**src/rtl/rst_hs_pkg.sv**
```systemverilog
package rst_hs_pkg;
  localparam int CTL_REQ  = 0;
  localparam int CTL_RDY  = 1;
  localparam int CTL_CAT  = 2;
  localparam int CTL_FRC  = 3;
  localparam int CTL_W    = 4;
  localparam int EN_SHIFT = 16;
  localparam int DOM_FULL = 0;

  typedef enum logic [1:0] {
    SEQ_IDLE    = 2'd0,
    SEQ_PULSE   = 2'd1,
    SEQ_RECOVER = 2'd2
  } seq_e;
endpackage

```
**src/rtl/rst_hs_lane.sv**
```systemverilog
module rst_hs_lane
  import rst_hs_pkg::*;
#(
  parameter int PULSE_CYCLES = 4
) (
  input  logic              clk_i,
  input  logic              rst_ni,
  input  logic              req_we_i,
  input  logic              req_val_i,
  input  logic              cat_ack_i,
  input  logic              frc_clr_i,
  input  logic              pending_i,
  input  logic              idle_i,
  input  logic              cat_i,
  output logic              rst_o,
  output logic              done_o,
  output logic [CTL_W-1:0]  ctl_o
);
  localparam int CW = (PULSE_CYCLES < 2) ? 1 : $clog2(PULSE_CYCLES);
  localparam logic [CW-1:0] CNT_LAST = CW'(PULSE_CYCLES - 1);

  seq_e          st_q;
  logic [CW-1:0] cnt_q;
  logic          req_q, rdy_q, cat_q, frc_q;
  logic          start;

  assign start  = pending_i && (st_q == SEQ_IDLE);
  assign done_o = (st_q == SEQ_RECOVER) && idle_i;
  assign rst_o  = (st_q == SEQ_PULSE);

  always_ff @(posedge clk_i or negedge rst_ni) begin
    if (!rst_ni) begin
      st_q  <= SEQ_IDLE;
      cnt_q <= '0;
    end else begin
      unique case (st_q)
        SEQ_IDLE: if (pending_i) begin
          st_q  <= SEQ_PULSE;
          cnt_q <= '0;
        end
        SEQ_PULSE: begin
          if (cnt_q == CNT_LAST) st_q <= SEQ_RECOVER;
          else cnt_q <= cnt_q + CW'(1);
        end
        SEQ_RECOVER: if (idle_i) st_q <= SEQ_IDLE;
        default: st_q <= SEQ_IDLE;
      endcase
    end
  end

  // handshake and status bits
  always_ff @(posedge clk_i or negedge rst_ni) begin
    if (!rst_ni) begin
      req_q <= 1'b0;
      rdy_q <= 1'b0;
      cat_q <= 1'b0;
      frc_q <= 1'b0;
    end else begin
      if (done_o)        req_q <= 1'b0;
      else if (req_we_i) req_q <= req_val_i;
      rdy_q <= req_q && idle_i;
      if (cat_i)          cat_q <= 1'b1;
      else if (cat_ack_i) cat_q <= 1'b0;
      if (start && !rdy_q && !cat_q) frc_q <= 1'b1;
      else if (frc_clr_i)            frc_q <= 1'b0;
    end
  end

  always_comb begin
    ctl_o          = '0;
    ctl_o[CTL_REQ] = req_q;
    ctl_o[CTL_RDY] = rdy_q;
    ctl_o[CTL_CAT] = cat_q;
    ctl_o[CTL_FRC] = frc_q;
  end
endmodule

```
**src/rtl/rst_hs_dom.sv**
```systemverilog
module rst_hs_dom #(
  parameter int N_ENG = 4
) (
  input  logic             clk_i,
  input  logic             rst_ni,
  input  logic             wr_i,
  input  logic [N_ENG:0]   wsel_i,
  input  logic [N_ENG-1:0] done_i,
  output logic [N_ENG-1:0] dom_o,
  output logic             full_o
);
  logic [N_ENG-1:0] dom_q, set_eng;
  logic             full_q;

  assign set_eng = wr_i ? (wsel_i[N_ENG:1] | {N_ENG{wsel_i[0]}}) : '0;

  always_ff @(posedge clk_i or negedge rst_ni) begin
    if (!rst_ni) begin
      dom_q  <= '0;
      full_q <= 1'b0;
    end else begin
      dom_q  <= set_eng | (dom_q & ~done_i);
      full_q <= (wr_i && wsel_i[0]) || (full_q && (|dom_q));
    end
  end

  assign dom_o  = dom_q;
  assign full_o = full_q;
endmodule

```
**src/rtl/rst_hs_ctrl.sv**
```systemverilog
module rst_hs_ctrl
  import rst_hs_pkg::*;
#(
  parameter int N_ENG        = 4,
  parameter int PULSE_CYCLES = 4,
  localparam int AW          = $clog2(N_ENG + 1)
) (
  input  logic             clk_i,
  input  logic             rst_ni,
  input  logic             wr_en_i,
  input  logic [AW-1:0]    addr_i,
  input  logic [31:0]      wdata_i,
  output logic [31:0]      rdata_o,
  input  logic [N_ENG-1:0] eng_idle_i,
  input  logic [N_ENG-1:0] eng_cat_i,
  output logic [N_ENG-1:0] eng_rst_o
);
  logic [N_ENG-1:0]        dom_busy;
  logic                    full_busy;
  logic [N_ENG-1:0]        done;
  logic [CTL_W-1:0]        ctl [N_ENG];
  logic                    dom_wr;
  logic                    unused_wdata;

  assign dom_wr       = wr_en_i && (addr_i == '0);
  assign unused_wdata = ^wdata_i;

  rst_hs_dom #(.N_ENG(N_ENG)) u_dom (
    .clk_i  (clk_i),
    .rst_ni (rst_ni),
    .wr_i   (dom_wr),
    .wsel_i (wdata_i[N_ENG:0]),
    .done_i (done),
    .dom_o  (dom_busy),
    .full_o (full_busy)
  );

  for (genvar j = 0; j < N_ENG; j++) begin : g_lane
    logic sel;
    assign sel = wr_en_i && (addr_i == AW'(j + 1));
    rst_hs_lane #(.PULSE_CYCLES(PULSE_CYCLES)) u_lane (
      .clk_i     (clk_i),
      .rst_ni    (rst_ni),
      .req_we_i  (sel && wdata_i[EN_SHIFT + CTL_REQ]),
      .req_val_i (wdata_i[CTL_REQ]),
      .cat_ack_i (sel && wdata_i[EN_SHIFT + CTL_CAT] && wdata_i[CTL_CAT]),
      .frc_clr_i (sel && wdata_i[EN_SHIFT + CTL_FRC] && !wdata_i[CTL_FRC]),
      .pending_i (dom_busy[j]),
      .idle_i    (eng_idle_i[j]),
      .cat_i     (eng_cat_i[j]),
      .rst_o     (eng_rst_o[j]),
      .done_o    (done[j]),
      .ctl_o     (ctl[j])
    );
  end

  always_comb begin
    rdata_o = '0;
    if (addr_i == '0) begin
      rdata_o[N_ENG:1]    = dom_busy;
      rdata_o[DOM_FULL]   = full_busy;
    end
    for (int j = 0; j < N_ENG; j++) begin
      if (addr_i == AW'(j + 1)) rdata_o[CTL_W-1:0] = ctl[j];
    end
  end
endmodule

```
**config.mk**
```make
export PLATFORM = sky130hd
export DESIGN_NAME = rst_hs_ctrl
export DESIGN_NICKNAME = d
export VERILOG_FILES = /design/src/rtl/rst_hs_pkg.sv /design/src/rtl/rst_hs_lane.sv /design/src/rtl/rst_hs_dom.sv /design/src/rtl/rst_hs_ctrl.sv
export SDC_FILE = /design/constraint.sdc
export NUM_CORES = 1
export LEC_CHECK = 0
export ABC_AREA = 1
export BUFFER_PORTS_ARGS = -buffer_cell sky130_fd_sc_hd__buf_2
export CAP_MARGIN = 25
export CELL_PAD_IN_SITES_DETAIL_PLACEMENT = 2
export CELL_PAD_IN_SITES_GLOBAL_PLACEMENT = 2
export CORE_MARGIN = 2
export CORE_UTILIZATION = 29
export DETAILED_ROUTE_END_ITERATION = 16
export PLACE_DENSITY_LB_ADDON = 0.05
export SETUP_SLACK_MARGIN = 0.4
export SYNTH_ARGS = -nofsm -noshare
export SYNTH_HDL_FRONTEND = slang
export SYNTH_HIERARCHICAL = 1
export SYNTH_SLANG_ARGS = --single-unit
```
**constraint.sdc**
```tcl
create_clock -name clk_i -period 2.6 [get_ports clk_i]
set_clock_uncertainty 0.1 [all_clocks]
set_input_delay 0.52 -clock clk_i [delete_from_list [all_inputs] [get_ports clk_i]]
set_output_delay 0.52 -clock clk_i [all_outputs]
set_load 0.01 [all_outputs]
```
==> impl_metrics.json <==
{
  "start_util_pct": 29.8,
  "synth.cell_area_um2": 2280,
  "die_y_um": 92.6,
  "worstSetupPathType": "primary input to primary output",
  "min_period_ns": 2.10,
  "post-route-period-util_pct": 80.9,
  "clkLatencyLatePin_ns": 0.29,
  "max_cap_violations": 0,
  "multi_input_area_um2": 905,
  "cts_tree": "done",
  "seqCellArea_um2": 926,
  "post_drt_via_cell_ratio": 4.32,
  "grt_pass1_vias": 1980,
  "finalNetCount": 376,
  "finalHoldViolCount": 0,
  "portBuffers": 30,
  "synth_cell_type_count": 17,
  "clockBufferDepth": 2,
  "dpl_cell_area_um2": 2330,
  "wl_per_cell_um": 13.4,
  "htreeDepth": 2,
  "netSwitchingPower_uw": 939,
  "yosys_warnings": 6,
  "cts_root_buf": "clkbuf_8",
  "fin_util_pct": 32.4,
  "drive_gt1_share_pct": 14.1,
  "syn_inst": 305,
  "pre_cts_ws_ns": 0.391,
  "grt_max_degree": 38,
  "worstPathMaxFanout": 5,
  "setup_viol": 0,
  "switching_share_pct": 41.0,
  "firstDrtPassIters": 4,
  "mostFrequentLayoutCells": "inv_1, nand2_1, dfrtp_1",
  "ys.flop_type": "dfrtp_1",
  "area_growth_pct": 8.96,
  "wl_um": 5730,
  "ir_drop_mv": 0.209,
  "core-area_um2": 7650,
  "overflow": 0,
  "cp-start-kind": "primary input",
  "cp-end-kind": "primary output",
  "pwr-share-seq_pct": 44.8,
  "internal_power_uw": 1350,
  "finish.instance_area_um2": 2480,
  "synth_seq_cells": 37,
  "min-delay-path-class": "primary input to asynchronous set/reset pin",
  "required_ns": 1.98,
  "grt_pass1_wl_um": 10000,
  "hold_slack_ns": 0.166,
  "async_flop_share_pct": 100,
  "comb_power_share_pct": 35.5,
  "hpwl_um": 4450,
  "drc_errors": 0,
  "antenna_found_initial": 0,
  "numCtsBuffers": 5,
  "grt_use_total_pct": 15.0,
  "drv_slew": 0,
  "clkTransAtPathRegs_ns": 0.08,
  "synth_edf_count": 0,
  "critPathArrivalTime_ns": 1.48,
  "drtAntennaViolNets": 0,
  "p_leak_uw": 0.00143,
  "ios": 82,
  "antennaDiodeCount": 0,
  "cts_hold_buf": 0,
  "layout_commonest_cell": "inv_1",
  "rsz0062_at_grt": "no",
  "setup_ws_ns": 0.496,
  "gp_routability_congestion": 0.680,
  "max_freq_mhz": 475,
  "vias": 1852,
  "dieArea_um2": 8570,
  "rows": 32,
  "cts_sinks": 37,
  "reg2reg_slack_ns": 1.36,
  "tns_ns": 0,
  "drtIter0Drc": 50,
  "yosysSeqAreaShare_pct": 40.7,
  "ff2ff_path_depth": 5,
  "status": "completed",
  "powerDensity_nw_per_um2": 922,
  "avgSynthCellArea_um2": 7.46,
  "fp.dieW_um": 92.6,
  "nFillCells": 959,
  "clock_power_share_pct": 19.7
}
==> state kept, by name, indices dropped and copies added (netlist names) <==
signal and flops:
g_lane.u_lane/st_q 8, g_lane.u_lane/cnt_q 8, g_lane.u_lane/req_q 4, g_lane.u_lane/frc_q 4, g_lane.u_lane/cat_q 4, g_lane.u_lane/rdy_q 4, u_dom/full_o 1, u_dom/dom_o 4
==> cells by family after synthesis <==
logic type | count (synthesis) | share of synthesized area (%)
DFF | 37 | 40.7
adders and majority gates | 4 | 2.20
other | 1 | 0.165
buffers and inverters | 104 | 24.4
and+or+nand+nor | 135 | 26.9
AOI/OAI and AO/OA | 24 | 5.72
==> worst paths after layout <==
path                                            from                        end
min reg2reg                             u_dom/full_o               u_dom/full_o
max                                        addr_i[2]                 rdata_o[2]
min                                           rst_ni   g_lane[1].u_lane/st_q[1]
max reg2reg                g_lane[2].u_lane/cnt_q[0]  g_lane[2].u_lane/cnt_q[1]
min in group clk_i                      eng_cat_i[0]     g_lane[0].u_lane/cat_q
max in group asynchronous                     rst_ni   g_lane[2].u_lane/st_q[1]
==> worst max-delay path, stage by stage <==
cell        delay (ns)
buf_6             0.10
clkinvlp_4        0.12
buf_6             0.15
nor3_4            0.24
nand2_1           0.12
nand3_1           0.10
buf_2             0.13
==> final cells by class <==
| class | instances | area share, % |
|---|---|---|
| clock buffer | 7 | 3.88 |
| tap | 102 | 5.15 |
| inverter | 59 | 9.08 |
| clock inverter | 1 | 0.202 |
| multi-input combinational | 190 | 36.5 |
| timing repair buffer | 33 | 7.87 |
| sequential | 37 | 37.3 |
==> Yosys cell counts (2+ instances only) <==
cell type	instances	area share, %
buf_2	2	0.44
buf_4	43	14
dfrtp_1	37	41
ha_1	4	2.2
inv_1	58	9.6
nand2_1	53	8.7
nand3_1	29	6.4
nand3b_1	4	1.3
nand4_1	14	3.8
nor2_1	33	5.4
o21ai_0	12	2.6
o21ai_1	8	1.8
o21bai_1	4	1.3
==> metal layers <==
layer | GRT usage (%) | up-vias | share of wire, %
li1 | - | 923 | -
met1 | 20.9 | 876 | 49
met2 | 24.3 | 48 | 45
met3 | 2.60 | 5 | 4.8
met4 | 3.73 | 0 | 1.3
met5 | 0 | - | 0
==> power groups by stage <==
stage          Sequential (µW)  Combinational, µW  Clock (µW)
6_report                  1020                813         451
5_1_grt                   1070                988         497
4_1_cts                   1030                828         470
3_5_place_dp              1040                819           0
3_3_place_gp              1030                775           0
2_1_floorplan              962                702           0
==> stage by stage <==
step / instances / total power, µW
after floorplan: 331 / 1660
after global placement: 419 / 1810
after detailed placement: 419 / 1860
after CTS: 429 / 2330
after global routing: 429 / 2560
final: 429 / 2290
==> timing repair <==
item	in CTS	in global routing
pin swaps	0	4
cloned	0	0
endpoints found under the setup margin	3	3
resized for setup	2	5
buffers inserted	2	0
No activity file was read; power rests on OpenSTA's default activity.
